### config.mk
export PLATFORM = sky130hd
export DESIGN_NAME = cstat_queue
export DESIGN_NICKNAME = d
export VERILOG_FILES = /design/src/rtl/cstat_pkg.sv /design/src/rtl/cstat_admit.sv /design/src/rtl/cstat_store.sv /design/src/rtl/cstat_pack.sv /design/src/rtl/cstat_queue.sv
export SDC_FILE = /design/constraint.sdc
export NUM_CORES = 1
export LEC_CHECK = 0
export ABC_CLOCK_PERIOD_IN_PS = 2400
export BUFFER_PORTS_ARGS = -buffer_cell sky130_fd_sc_hd__clkbuf_2
export CAP_MARGIN = 0
export CORE_ASPECT_RATIO = 1.1
export CORE_UTILIZATION = 55
export CTS_CLUSTER_SIZE = 25
export DETAILED_ROUTE_END_ITERATION = 6
export PLACE_DENSITY = 0.79
export SLEW_MARGIN = 5
export SYNTH_ARGS = -nofsm -noshare
export SYNTH_HDL_FRONTEND = slang
export SYNTH_SLANG_ARGS = --single-unit
### constraint.sdc
create_clock -name clk -period 2.4 [get_ports clk]
set_input_delay 0.24 -clock clk [delete_from_list [all_inputs] [get_ports clk]]
set_output_delay 0.24 -clock clk [all_outputs]
set_load 0.01 [all_outputs]
### src/rtl/cstat_pkg.sv
package cstat_pkg;

    localparam int IDX_W   = 2;
    localparam int CODE_W  = 4;
    localparam int CTRL_W  = 2;
    localparam int PORT_W  = 4;
    localparam int ERR_W   = 5;
    localparam int RESID_W = 22;
    localparam int WORD_W  = 64;

    // read word layout
    localparam int VLD_B     = 0;
    localparam int OVF_B     = 1;
    localparam int IDX_LSB   = 2;
    localparam int CODE_LSB  = 4;
    localparam int CTRL_LSB  = 8;
    localparam int PORT_LSB  = 10;
    localparam int ERR_LSB   = 14;
    localparam int RESID_LSB = WORD_W - RESID_W;

    typedef enum logic [CODE_W-1:0] {
        CC_OK      = 4'd0,
        CC_MOVER   = 4'd1,
        CC_SRC_MEM = 4'd2,
        CC_DST_MEM = 4'd3,
        CC_SRC_XLT = 4'd4,
        CC_DST_XLT = 4'd5,
        CC_ALLOC   = 4'd6,
        CC_CMPL    = 4'd7
    } cmpl_code_e;

    typedef enum logic [ERR_W-1:0] {
        EC_PURGE    = 5'd0,
        EC_NO_QSPC  = 5'd1,
        EC_NO_MEM   = 5'd2,
        EC_RX_OFF   = 5'd3,
        EC_SRC_XLT  = 5'd4,
        EC_DST_XLT  = 5'd5,
        EC_TIMEOUT  = 5'd6
    } err_code_e;

    typedef struct packed {
        logic [IDX_W-1:0]   idx;
        logic [CODE_W-1:0]  code;
        logic [CTRL_W-1:0]  ctrl;
        logic [PORT_W-1:0]  port;
        logic [ERR_W-1:0]   err;
        logic [RESID_W-1:0] resid;
    } cstat_entry_t;

endpackage

### src/rtl/cstat_admit.sv
module cstat_admit
    import cstat_pkg::*;
#(
    parameter int DEPTH = 4,
    localparam int CNT_W = $clog2(DEPTH + 1)
) (
    input  logic             clk,
    input  logic             rst_n,
    input  logic             push_i,
    input  logic             rd_i,
    input  logic [CNT_W-1:0] count_i,
    output logic             do_push_o,
    output logic             do_pop_o,
    output logic             ovf_o
);

    typedef struct packed {
        logic ovf;
    } adm_state_t;

    adm_state_t s_d, s_q;
    logic empty_d, full_d, drop_d;

    always_comb begin
        s_d       = s_q;
        empty_d   = (count_i == '0);
        full_d    = (count_i == CNT_W'(DEPTH));
        do_pop_o  = rd_i && !empty_d;
        do_push_o = push_i && (!full_d || do_pop_o);
        drop_d    = push_i && !do_push_o;
        if (drop_d) begin
            s_d.ovf = 1'b1;
        end else if (rd_i) begin
            s_d.ovf = 1'b0;
        end
    end

    always_ff @(posedge clk or negedge rst_n) begin
        if (!rst_n) begin
            s_q <= '0;
        end else begin
            s_q <= s_d;
        end
    end

    assign ovf_o = s_q.ovf;


    ovf_set_chk: assert property (@(posedge clk) disable iff (!rst_n)
        (push_i && !rd_i && count_i == CNT_W'(DEPTH)) |=> ovf_o);


    ovf_clr_chk: assert property (@(posedge clk) disable iff (!rst_n)
        rd_i |=> !ovf_o);

endmodule

### src/rtl/cstat_store.sv
module cstat_store
    import cstat_pkg::*;
#(
    parameter int DEPTH = 4,
    localparam int PTR_W = (DEPTH > 1) ? $clog2(DEPTH) : 1,
    localparam int CNT_W = $clog2(DEPTH + 1)
) (
    input  logic             clk,
    input  logic             rst_n,
    input  logic             do_push_i,
    input  logic             do_pop_i,
    input  cstat_entry_t     entry_i,
    output cstat_entry_t     head_o,
    output logic [CNT_W-1:0] count_o
);

    typedef struct packed {
        cstat_entry_t [DEPTH-1:0] mem;
        logic [PTR_W-1:0]         wp;
        logic [PTR_W-1:0]         rp;
        logic [CNT_W-1:0]         cnt;
    } store_state_t;

    store_state_t s_d, s_q;

    function automatic logic [PTR_W-1:0] ptr_next(input logic [PTR_W-1:0] p);
        return (p == PTR_W'(DEPTH - 1)) ? '0 : p + 1'b1;
    endfunction

    always_comb begin
        s_d = s_q;
        if (do_push_i) begin
            s_d.mem[s_q.wp] = entry_i;
            s_d.wp          = ptr_next(s_q.wp);
        end
        if (do_pop_i) begin
            s_d.rp = ptr_next(s_q.rp);
        end
        case ({do_push_i, do_pop_i})
            2'b10:   s_d.cnt = s_q.cnt + 1'b1;
            2'b01:   s_d.cnt = s_q.cnt - 1'b1;
            default: s_d.cnt = s_q.cnt;
        endcase
    end

    always_ff @(posedge clk or negedge rst_n) begin
        if (!rst_n) begin
            s_q <= '0;
        end else begin
            s_q <= s_d;
        end
    end

    assign head_o  = s_q.mem[s_q.rp];
    assign count_o = s_q.cnt;


    cnt_bound_chk: assert property (@(posedge clk) disable iff (!rst_n)
        count_o <= CNT_W'(DEPTH));


    pop_cnt_chk: assert property (@(posedge clk) disable iff (!rst_n)
        (do_pop_i && !do_push_i) |=> (count_o == $past(count_o) - 1'b1));

endmodule

### src/rtl/cstat_pack.sv
module cstat_pack
    import cstat_pkg::*;
(
    input  logic              valid_i,
    input  logic              ovf_i,
    input  cstat_entry_t      head_i,
    output logic [WORD_W-1:0] word_o
);

    always_comb begin
        word_o        = '0;
        word_o[VLD_B] = valid_i;
        word_o[OVF_B] = ovf_i;
        if (valid_i) begin
            word_o[IDX_LSB   +: IDX_W]   = head_i.idx;
            word_o[CODE_LSB  +: CODE_W]  = head_i.code;
            word_o[CTRL_LSB  +: CTRL_W]  = head_i.ctrl;
            word_o[PORT_LSB  +: PORT_W]  = head_i.port;
            word_o[ERR_LSB   +: ERR_W]   = head_i.err;
            word_o[RESID_LSB +: RESID_W] = head_i.resid;
        end
    end

endmodule

### src/rtl/cstat_queue.sv
module cstat_queue
    import cstat_pkg::*;
#(
    parameter int DEPTH = 4,
    localparam int CNT_W = $clog2(DEPTH + 1)
) (
    input  logic         clk,
    input  logic         rst_n,
    input  logic         push_i,
    input  logic [1:0]   push_idx_i,
    input  logic [3:0]   push_code_i,
    input  logic [1:0]   push_ctrl_i,
    input  logic [3:0]   push_port_i,
    input  logic [4:0]   push_err_i,
    input  logic [21:0]  push_resid_i,
    input  logic         rd_i,
    input  logic         wr_i,
    output logic [63:0]  rd_data_o
);

    cstat_entry_t     entry_d;
    cstat_entry_t     head_q;
    logic [CNT_W-1:0] count_q;
    logic             do_push, do_pop, ovf_q;

    always_comb begin
        entry_d.idx   = push_idx_i;
        entry_d.code  = push_code_i;
        entry_d.ctrl  = push_ctrl_i;
        entry_d.port  = push_port_i;
        entry_d.err   = push_err_i;
        entry_d.resid = (push_code_i == CC_OK) ? '1 : push_resid_i;
    end

    cstat_admit #(.DEPTH(DEPTH)) u_admit (
        .clk       (clk),
        .rst_n     (rst_n),
        .push_i    (push_i),
        .rd_i      (rd_i),
        .count_i   (count_q),
        .do_push_o (do_push),
        .do_pop_o  (do_pop),
        .ovf_o     (ovf_q)
    );

    cstat_store #(.DEPTH(DEPTH)) u_store (
        .clk       (clk),
        .rst_n     (rst_n),
        .do_push_i (do_push),
        .do_pop_i  (do_pop),
        .entry_i   (entry_d),
        .head_o    (head_q),
        .count_o   (count_q)
    );

    cstat_pack u_pack (
        .valid_i (count_q != '0),
        .ovf_i   (ovf_q),
        .head_i  (head_q),
        .word_o  (rd_data_o)
    );


    ok_resid_chk: assert property (@(posedge clk) disable iff (!rst_n)
        (rd_data_o[VLD_B] && rd_data_o[CODE_LSB +: CODE_W] == CC_OK)
        |-> (rd_data_o[RESID_LSB +: RESID_W] == '1));


    full_swap_chk: assert property (@(posedge clk) disable iff (!rst_n)
        (push_i && rd_i && count_q == CNT_W'(DEPTH))
        |=> (count_q == CNT_W'(DEPTH) && !ovf_q));


    write_inert_chk: assert property (@(posedge clk) disable iff (!rst_n)
        (wr_i && !push_i && !rd_i) |=> $stable(rd_data_o));

endmodule

==> metrics <==
outcome finished, final reports clean; CTS H-tree lvls 4; number of CTS-inserted buffers 17; Worst Clk Skew 4.378 ps; total congestion overflow 0; Hold WC Path Type input port to flop; global-route wire length before repair 25.51 mm; max_cap viols 0; Cell variety after synth 25; antenna-violating nets left 0; EDFF count, synth 0; RSZ-0062 raised after global routing no; leakage 3.899 nW; clk buf depth 2; die extent in x 115.6 um; Seq cells post-synth 164; worst setup margin 126.7 ps; vias in the first global route 4876; Tcrit/Tclk final 94.72%; commonest non-fill, non-tap cell in the layout dfrtp_1; DIE HEIGHT 126.9 um; Post-Route Setup TNS 0 ps; vias per cell 5.499; Layout Nets 653; Max Fclk 439.9 MHz; # DRC 0; PD cells 1511 nW/um^2; Worst EP required 2160 ps; Starting Density 56.32%; drt first pass iters 4; Tmin final 2273 ps; Synth area leaders dfrtp_1 53%, mux2_2 23%, mux4_2 11%, and2_1 3.2%, buf_4 2.4%; layout cells sized above 1 58.27%; pre-CTS setup slack 331.9 ps; GPL Wtd Cong 0.7900; Wirelength per Cell 19.52 um; row count 45; PortBufs 83; Die ar. 14670 um^2; relative slew slack 53.16%; CP Data Arrival Time 2030 ps; Clock Root Buffer clkbuf_16; crit path kind flop to primary output; DRT iter0 DRCs 146; final design area excluding fillers 8990 um^2; largest net degree at the start of global routing 78; most frequent cells in the layout 162 x dfrtp_1, 159 x mux2_2, 82 x clkbuf_2; area delta synth->final 15.24%; post-synthesis sequential area ratio 52.61%; Detailed Route WL 15.59 mm; Worst setup SP type flop; CP max FO 17; post-layout util 64.91%; Worst-path clk slew 60 ps; synthesized area per cell 15.15 um^2; vias 4394; antenna violations before repair 0; CTS tree done; Slew Limit Fails 0; synth warn 0; maximum vdd drop 793.3 uV; Clock Sinks 164; mapped cell area 7801 um^2; core area 13850 um^2; asr flop ratio synth 100.0%; Worst setup EP type primary output; top_reg_cell synth dfrtp_1; Final Setup Violations 0; Mapped Cells 515; Post-DP HPWL 9.961 mm; final hold viol count 0; Synth top area share 52.61%; Total Routing Usage GR 23.78%; Synth area leader dfrtp_1; Tightest Pin Transition 702.6 ps; ant diodes 0; Skew-Pair Late Insertion Delay 420 ps; cell area after placement 8411 um^2; number of top-level pins 108
flip-flops by register name (all words and copies together) (netlist names):
signal           cells
u_store.count_o      3
u_store.s_q        160
u_admit.ovf_o        1
worst max-delay path, stage by stage, from the launching register on:
cell and delay [ps]:
dfrtp_4 540, buf_12 230, mux4_2 530, and2_1 180
clkbuf_2 130
kinds of logic (layout without fill, tap and decap cells):
family                   Yosys count  count (layout)  share of synthesized area, %
XOR/XNOR                           3               3                        0.3369
multiplexers                     200             200                         34.48
AND/OR/NAND/NOR                   78              78                         6.095
buffers and inverters             61             135                         5.100
flip-flops                       164             164                         52.61
adder cells (fa/ha/maj)            7               7                         1.219
AO/OA/AOI/OAI                      1               1                        0.1123
other                              1              23                       0.04807
cell usage after synthesis, drive strengths merged (2+ instances only):
| library cell | n |
|---|---|
| inv | 5 |
| or2 | 22 |
| clkbuf | 8 |
| mux4 | 39 |
| ha | 6 |
| xor2 | 2 |
| and2 | 40 |
| nand2 | 4 |
| nor2 | 8 |
| dfrtp | 164 |
| buf | 48 |
| mux2 | 160 |
worst paths after layout:
check / from / to / slack, ps / cells after the start
max in group asynchronous: rst_n / u_store.s_q[60]$_DFFE_PN0P_ / 1180 / 3
worst min register to register: u_store.s_q[122]$_DFFE_PN0P_ / u_store.s_q[122]$_DFFE_PN0P_ / 500 / 1
worst min-delay path: rd_i / u_admit.ovf_o$_DFFE_PN0P_ / 40 / 2
worst max register to register: u_store.count_o[0]$_DFFE_PN0P_ / u_store.count_o[2]$_DFFE_PN0P_ / 340 / 8
worst max-delay path: u_store.s_q[3]$_DFFE_PN0P_ / rd_data_o[6] / 130 / 4
min in group asynchronous: rst_n / u_store.s_q[100]$_DFFE_PN0P_ / 420 / 2
per-stage QoR:
step	hold slack (ps)	std cells	power, mW
finish	39.84	799	13.58
global placement	289.1	770	10.71
CTS	27.00	799	13.72
floorplan	-55.59	537	9.188
detailed placement	319.6	770	11.06
global route	52.95	799	14.42
timing repair:
action | 4_1_cts | 5_1_grt
setup buffers | 0 | 0
hold endpoints to repair | 74 | 0
resized for setup | 1 | 2
hold buffers | 1 | 0
endpoints found under the setup margin | 1 | 10
report_power, final:
part	switching, mW	internal (mW)
Sequential	0.834	4.21
Clock	1.01	1.57
Combinational	2.44	3.52
layer usage:
metal | global-route usage (%) | share of wire (%)
met5 | 0 | 0
met1 | 29.25 | 41
met4 | 9.549 | 2.2
met3 | 6.116 | 4.6
met2 | 39.94 | 52
cell type report:
class | instances | area [um^2]
Clock buffer | 24 | 511.7
Clock inverter | 4 | 47.55
Fill cell | 1044 | 4861
Inverter | 5 | 18.77
Multi-Input combinational cell | 312 | 3418
Sequential cell | 164 | 4109
Tap cell | 188 | 235.2
Timing Repair Buffer | 102 | 649.4
Note: power is estimated with default switching activity, not from simulation.
